--- src/rtl/zcq_pkg.sv ---
package zcq_pkg;
  typedef enum logic {
    QS_COUNT = 1'b0,
    QS_ARMED = 1'b1
  } qual_state_e;
endpackage

--- src/rtl/zcq_sync.sv ---
module zcq_sync #(
  parameter int STAGES = 2
) (
  input  logic clk,
  input  logic rst,
  input  logic d_async,
  output logic q_sync
);
  logic [STAGES-1:0] chain;

  generate
    if (STAGES == 1) begin : g_single
      always_ff @(posedge clk) begin
        if (rst) chain <= '0;
        else     chain <= d_async;
      end
    end else begin : g_multi
      always_ff @(posedge clk) begin
        if (rst) chain <= '0;
        else     chain <= {chain[STAGES-2:0], d_async};
      end
    end
  endgenerate

  assign q_sync = chain[STAGES-1];
endmodule

--- src/rtl/zcq_qualifier.sv ---
module zcq_qualifier
  import zcq_pkg::*;
#(
  parameter int QUAL_CYC = 20
) (
  input  logic clk,
  input  logic rst,
  input  logic lvl,
  input  logic block,
  output logic evt
);
  localparam int CW = (QUAL_CYC < 2) ? 1 : $clog2(QUAL_CYC);
  localparam logic [CW-1:0] LAST = CW'(QUAL_CYC - 1);

  qual_state_e     st;
  logic [CW-1:0]   hcnt;

  always_ff @(posedge clk) begin
    if (rst || block) begin
      st   <= QS_COUNT;
      hcnt <= '0;
      evt  <= 1'b0;
    end else if (lvl) begin
      evt <= 1'b0;
      if (st == QS_COUNT) begin
        if (hcnt == LAST) begin
          st   <= QS_ARMED;
          hcnt <= '0;
        end else begin
          hcnt <= hcnt + 1'b1;
        end
      end
    end else begin
      evt  <= (st == QS_ARMED);
      st   <= QS_COUNT;
      hcnt <= '0;
    end
  end
endmodule

--- src/rtl/zcq_valley_cnt.sv ---
module zcq_valley_cnt #(
  parameter int VCNT_W = 4
) (
  input  logic              clk,
  input  logic              rst,
  input  logic              clr,
  input  logic              inc,
  output logic [VCNT_W-1:0] cnt
);
  localparam logic [VCNT_W-1:0] TOP = {VCNT_W{1'b1}};

  always_ff @(posedge clk) begin
    if (rst || clr)              cnt <= '0;
    else if (inc && cnt != TOP)  cnt <= cnt + 1'b1;
  end
endmodule

--- src/rtl/zc_qual_pulse.sv ---
module zc_qual_pulse #(
  parameter int QUAL_CYC    = 20,
  parameter int SYNC_STAGES = 2,
  parameter int VCNT_W      = 4
) (
  input  logic              clk,
  input  logic              rst,
  input  logic              cmp_in,
  input  logic              gate_on,
  input  logic              en,
  output logic              below_pulse,
  output logic [VCNT_W-1:0] valley_cnt
);
  logic lvl_s;
  logic hold_off;

  assign hold_off = gate_on | ~en;

  zcq_sync #(.STAGES(SYNC_STAGES)) u_sync (
    .clk     (clk),
    .rst     (rst),
    .d_async (cmp_in),
    .q_sync  (lvl_s)
  );

  zcq_qualifier #(.QUAL_CYC(QUAL_CYC)) u_qual (
    .clk   (clk),
    .rst   (rst),
    .lvl   (lvl_s),
    .block (hold_off),
    .evt   (below_pulse)
  );

  zcq_valley_cnt #(.VCNT_W(VCNT_W)) u_vcnt (
    .clk (clk),
    .rst (rst),
    .clr (gate_on),
    .inc (below_pulse),
    .cnt (valley_cnt)
  );
endmodule

--- config.mk ---
export PLATFORM = sky130hd
export DESIGN_NAME = zc_qual_pulse
export DESIGN_NICKNAME = d
export VERILOG_FILES = /design/src/rtl/zcq_pkg.sv /design/src/rtl/zcq_sync.sv /design/src/rtl/zcq_qualifier.sv /design/src/rtl/zcq_valley_cnt.sv /design/src/rtl/zc_qual_pulse.sv
export SDC_FILE = /design/constraint.sdc
export NUM_CORES = 1
export LEC_CHECK = 0
export BUFFER_PORTS_ARGS = -buffer_cell sky130_fd_sc_hd__buf_4
export CAP_MARGIN = 0
export CORE_AREA = 2 2 39 41
export CTS_BUF_LIST = sky130_fd_sc_hd__clkbuf_8
export DETAILED_ROUTE_END_ITERATION = 12
export DIE_AREA = 0 0 41 43
export GPL_TIMING_DRIVEN = 0
export PLACE_DENSITY = 0.61
export SYNTH_ARGS = -nofsm -noshare
export SYNTH_HDL_FRONTEND = slang
export SYNTH_SLANG_ARGS = --single-unit
--- constraint.sdc ---
create_clock -name clk -period 1.64 [get_ports clk]
set_input_delay 0.082 -clock clk [delete_from_list [all_inputs] [get_ports clk]]
set_output_delay 0.082 -clock clk [all_outputs]
set_load 0.01 [all_outputs]
==> metrics.md <==
| Metric | Value |
|---|---|
| Register area share after synthesis | 47.06% |
| Ranking of synthesized cells by area | dfxtp_1, mux2i_1, ha_1, nor2b_1, nand2_1 |
| Distinct cells, synth | 24 |
| CP peak stage delay | 0.37 ns |
| Synth Net Count | 63 |
| Placement Setup Slack | 0.3555 ns |
| Kind of critical path | reg2reg |
| Synth warn | 0 |
| P&R area growth vs syn | 23.98% |
| Fillers | 141 |
| Cell Area, Placed | 640.6 um2 |
| Vias in the first global route | 377 |
| First-pass GRT wire length | 1.593 mm |
| Worst r2r dst | u_qual.hcnt[0]$_SDFFE_PP0N_ |
| Main synth FF type | dfxtp_1 |
| Static leakage | 0.2846 nW |
| Die Wd | 41 um |
| Initial DRC count | 3 |
| Count leader, synth | dfxtp_1 |
| Final Wtd Congestion | 0.7461 |
| RSZ-0062 raised after global routing | false |
| Largest net degree at the start of global routing | 9 |
| Top cell type's share of synthesized area | 47.06% |
| DR WL/cell | 10.86 um |
| Residual DRC | 0 |
| Fmax | 0.7768 GHz |
| # IOs | 10 |
| Net count, final | 77 |
| Drt first pass iters | 2 |
| TNS Setup | 0 ns |
| Max-slew headroom | 75.04% |
| Reg2reg setup slack | 0.35 ns |
| Worst endpoint required time | 1.76 ns |
| Clock latency on the worst-skew pair | 0.24 ns |
| Grt total ovfl | 0 |
| Hold buffers post-CTS | 0 |
| Post-DRT Antenna Nets | 0 |
| TritonCTS Sinks | 13 |
| CTS H-tree lvls | 1 |
| Crit path max-delay cell type | dfxtp_1 |
| Total GRT Usage | 14.04% |
| Area of the core | 0.001384 mm2 |
| Worst EP arrival | 1.41 ns |
| CP Capture Type | flop |
| Final min period | 1.287 ns |
| Flops & latches, synth | 13 |
| Crit start category | flop |
| Mapped Cells | 56 |
| Die height | 43 um |
| Critical path fanouts, max | 4 |
| IO buf count | 9 |
| Avg Inst Size Synth | 9.876 um2 |
| Starting density of the core | 39.96% |
| Number of max-cap violations | 0 |
| CP Cell Sequence | ha_1 -> nor4bb_1 -> or3_1 -> a21oi_1 |
| FF-to-FF path depth | 4 |
| Hold Vio Cnt, Final | 0 |
| Root Driver | clkbuf_8 |
| Worst Skew | 0.002863 ns |
| Dpl hpwl | 689.3 um |
| Max-slew violations | 0 |
| Fin crit share | 78.49% |
| Finished Core Util | 49.55% |
| Fraction of layout cells with a size suffix above 1 | 21.74% |
| Post-synth top cells | dfxtp_1, nand2_1, nor2_1 |
| Leading area contributor after synthesis | dfxtp_1 |
| CTS tree | built |
| Post-Syn Area | 553.0 um2 |
| Post-synthesis async set-or-reset flop share | 0% |
| Post-cts sizing count | 0 |
| Setup Fix Bufs, Post-CTS | 0 |
| Class of the worst hold path | in2reg |
| Total CTS buffers | 3 |
| Std-Cell Rows | 14 |
| Fin area | 685.7 um2 |
| CP endpoint | u_qual.hcnt[0]$_SDFFE_PP0N_ |
| Total power | 0.0006140 W |
| Via Count | 439 |
| Vias per cell | 5.165 |
| Final WL | 923 um |
| Tightest Pin Transition | 0.3694 ns |
| Initial antenna violation count | 0 |
| PD cells | 895.5 mW/mm2 |
| N_diodes | 0 |
| Post-synth EDFFs | 0 |
| Worst Setup SP | u_qual.hcnt[0]$_SDFFE_PP0N_ |
| Clock transition at the registers of the reported paths | 0.05 ns |
| Reg2reg start | u_qual.hcnt[0]$_SDFFE_PP0N_ |
| Status | complete, no violations |
| Die Area | 0.001763 mm2 |
| CTS Buffer Depth | 2 |
| Final setup violation count | 0 |
| Slack of the critical path | 0.3527 ns |
| Max VDD drop | 0.7971 mV |
==> cells in the final DEF (no fill, tap or decap), types with 2 or more instances in the layout <==
cell type,Yosys,layout
dfxtp_1,13,13
mux2i_1,3,3
nor2b_1,4,4
ha_1,2,2
nor2_1,5,5
nand4b_1,2,2
or3_1,3,3
clkbuf_8,0,3
a21oi_1,3,3
buf_4,0,9
nand2_1,6,6
==> cell families after synthesis <==
family / Yosys count / share of synthesized area (%)
simple gates: 29 / 32.35
flops: 13 / 47.06
compound gates: 8 / 9.048
mux: 3 / 5.430
fa+ha+maj: 2 / 4.524
xor+xnor: 1 / 1.584
==> state kept, by name, summed over array words and instances, names as in the netlist <==
register      flops
u_vcnt.cnt        4
u_sync.chain      2
u_qual.hcnt       5
u_qual.evt        1
u_qual.st         1
==> worst max-delay path: cells and delay by family, from the launching register on <==
kind / cells / cell delay (ns)
compound gates: 1 / 0.06
flops: 1 / 0.37
fa+ha+maj: 1 / 0.24
simple gates: 2 / 0.50
==> final cells by class <==
cell class | count | area (um2) | area share [%]
clock buffer | 3 | 41.29 | 6.022
clock inverter | 1 | 3.754 | 0.5474
multi-input combinational | 43 | 292.8 | 42.70
sequential | 13 | 260.3 | 37.96
tap | 16 | 20.02 | 2.920
timing repair buffer | 9 | 67.56 | 9.854
==> stage by stage <==
stage | instances | hold WS [ns]
finish | 85 | 0.03930
global route | 85 | 0.03321
CTS | 85 | 0.03029
detailed placement | 81 | 0.2894
global placement | 81 | 0.2849
floorplan | 56 | 0.1536
==> routing by layer <==
layer	wire length [um]	track usage, %
met1	441	17.38
met2	415	18.44
met5	0	0
met3	57	9.424
met4	9	6.000
==> power breakdown <==
part           leakage, nW  switching [W]  internal (W)
registers            0.105    0.000000861      0.000319
logic                0.153     0.00000744    0.00000923
clock network       0.0269       0.000113      0.000165
total                0.285       0.000121      0.000493
==> how the worst min path moves through the flow <==
stage / from / to / cells past startpoint
3_5_place_dp: rst / u_sync.chain[1]$_SDFF_PP0_ / 2
4_1_cts: rst / u_sync.chain[0]$_SDFF_PP0_ / 2
6_report: rst / u_sync.chain[0]$_SDFF_PP0_ / 2
3_3_place_gp: rst / u_sync.chain[1]$_SDFF_PP0_ / 2
5_1_grt: rst / u_sync.chain[0]$_SDFF_PP0_ / 2
2_1_floorplan: rst / u_sync.chain[0]$_SDFF_PP0_ / 1
(Power assumes the default switching activity.)
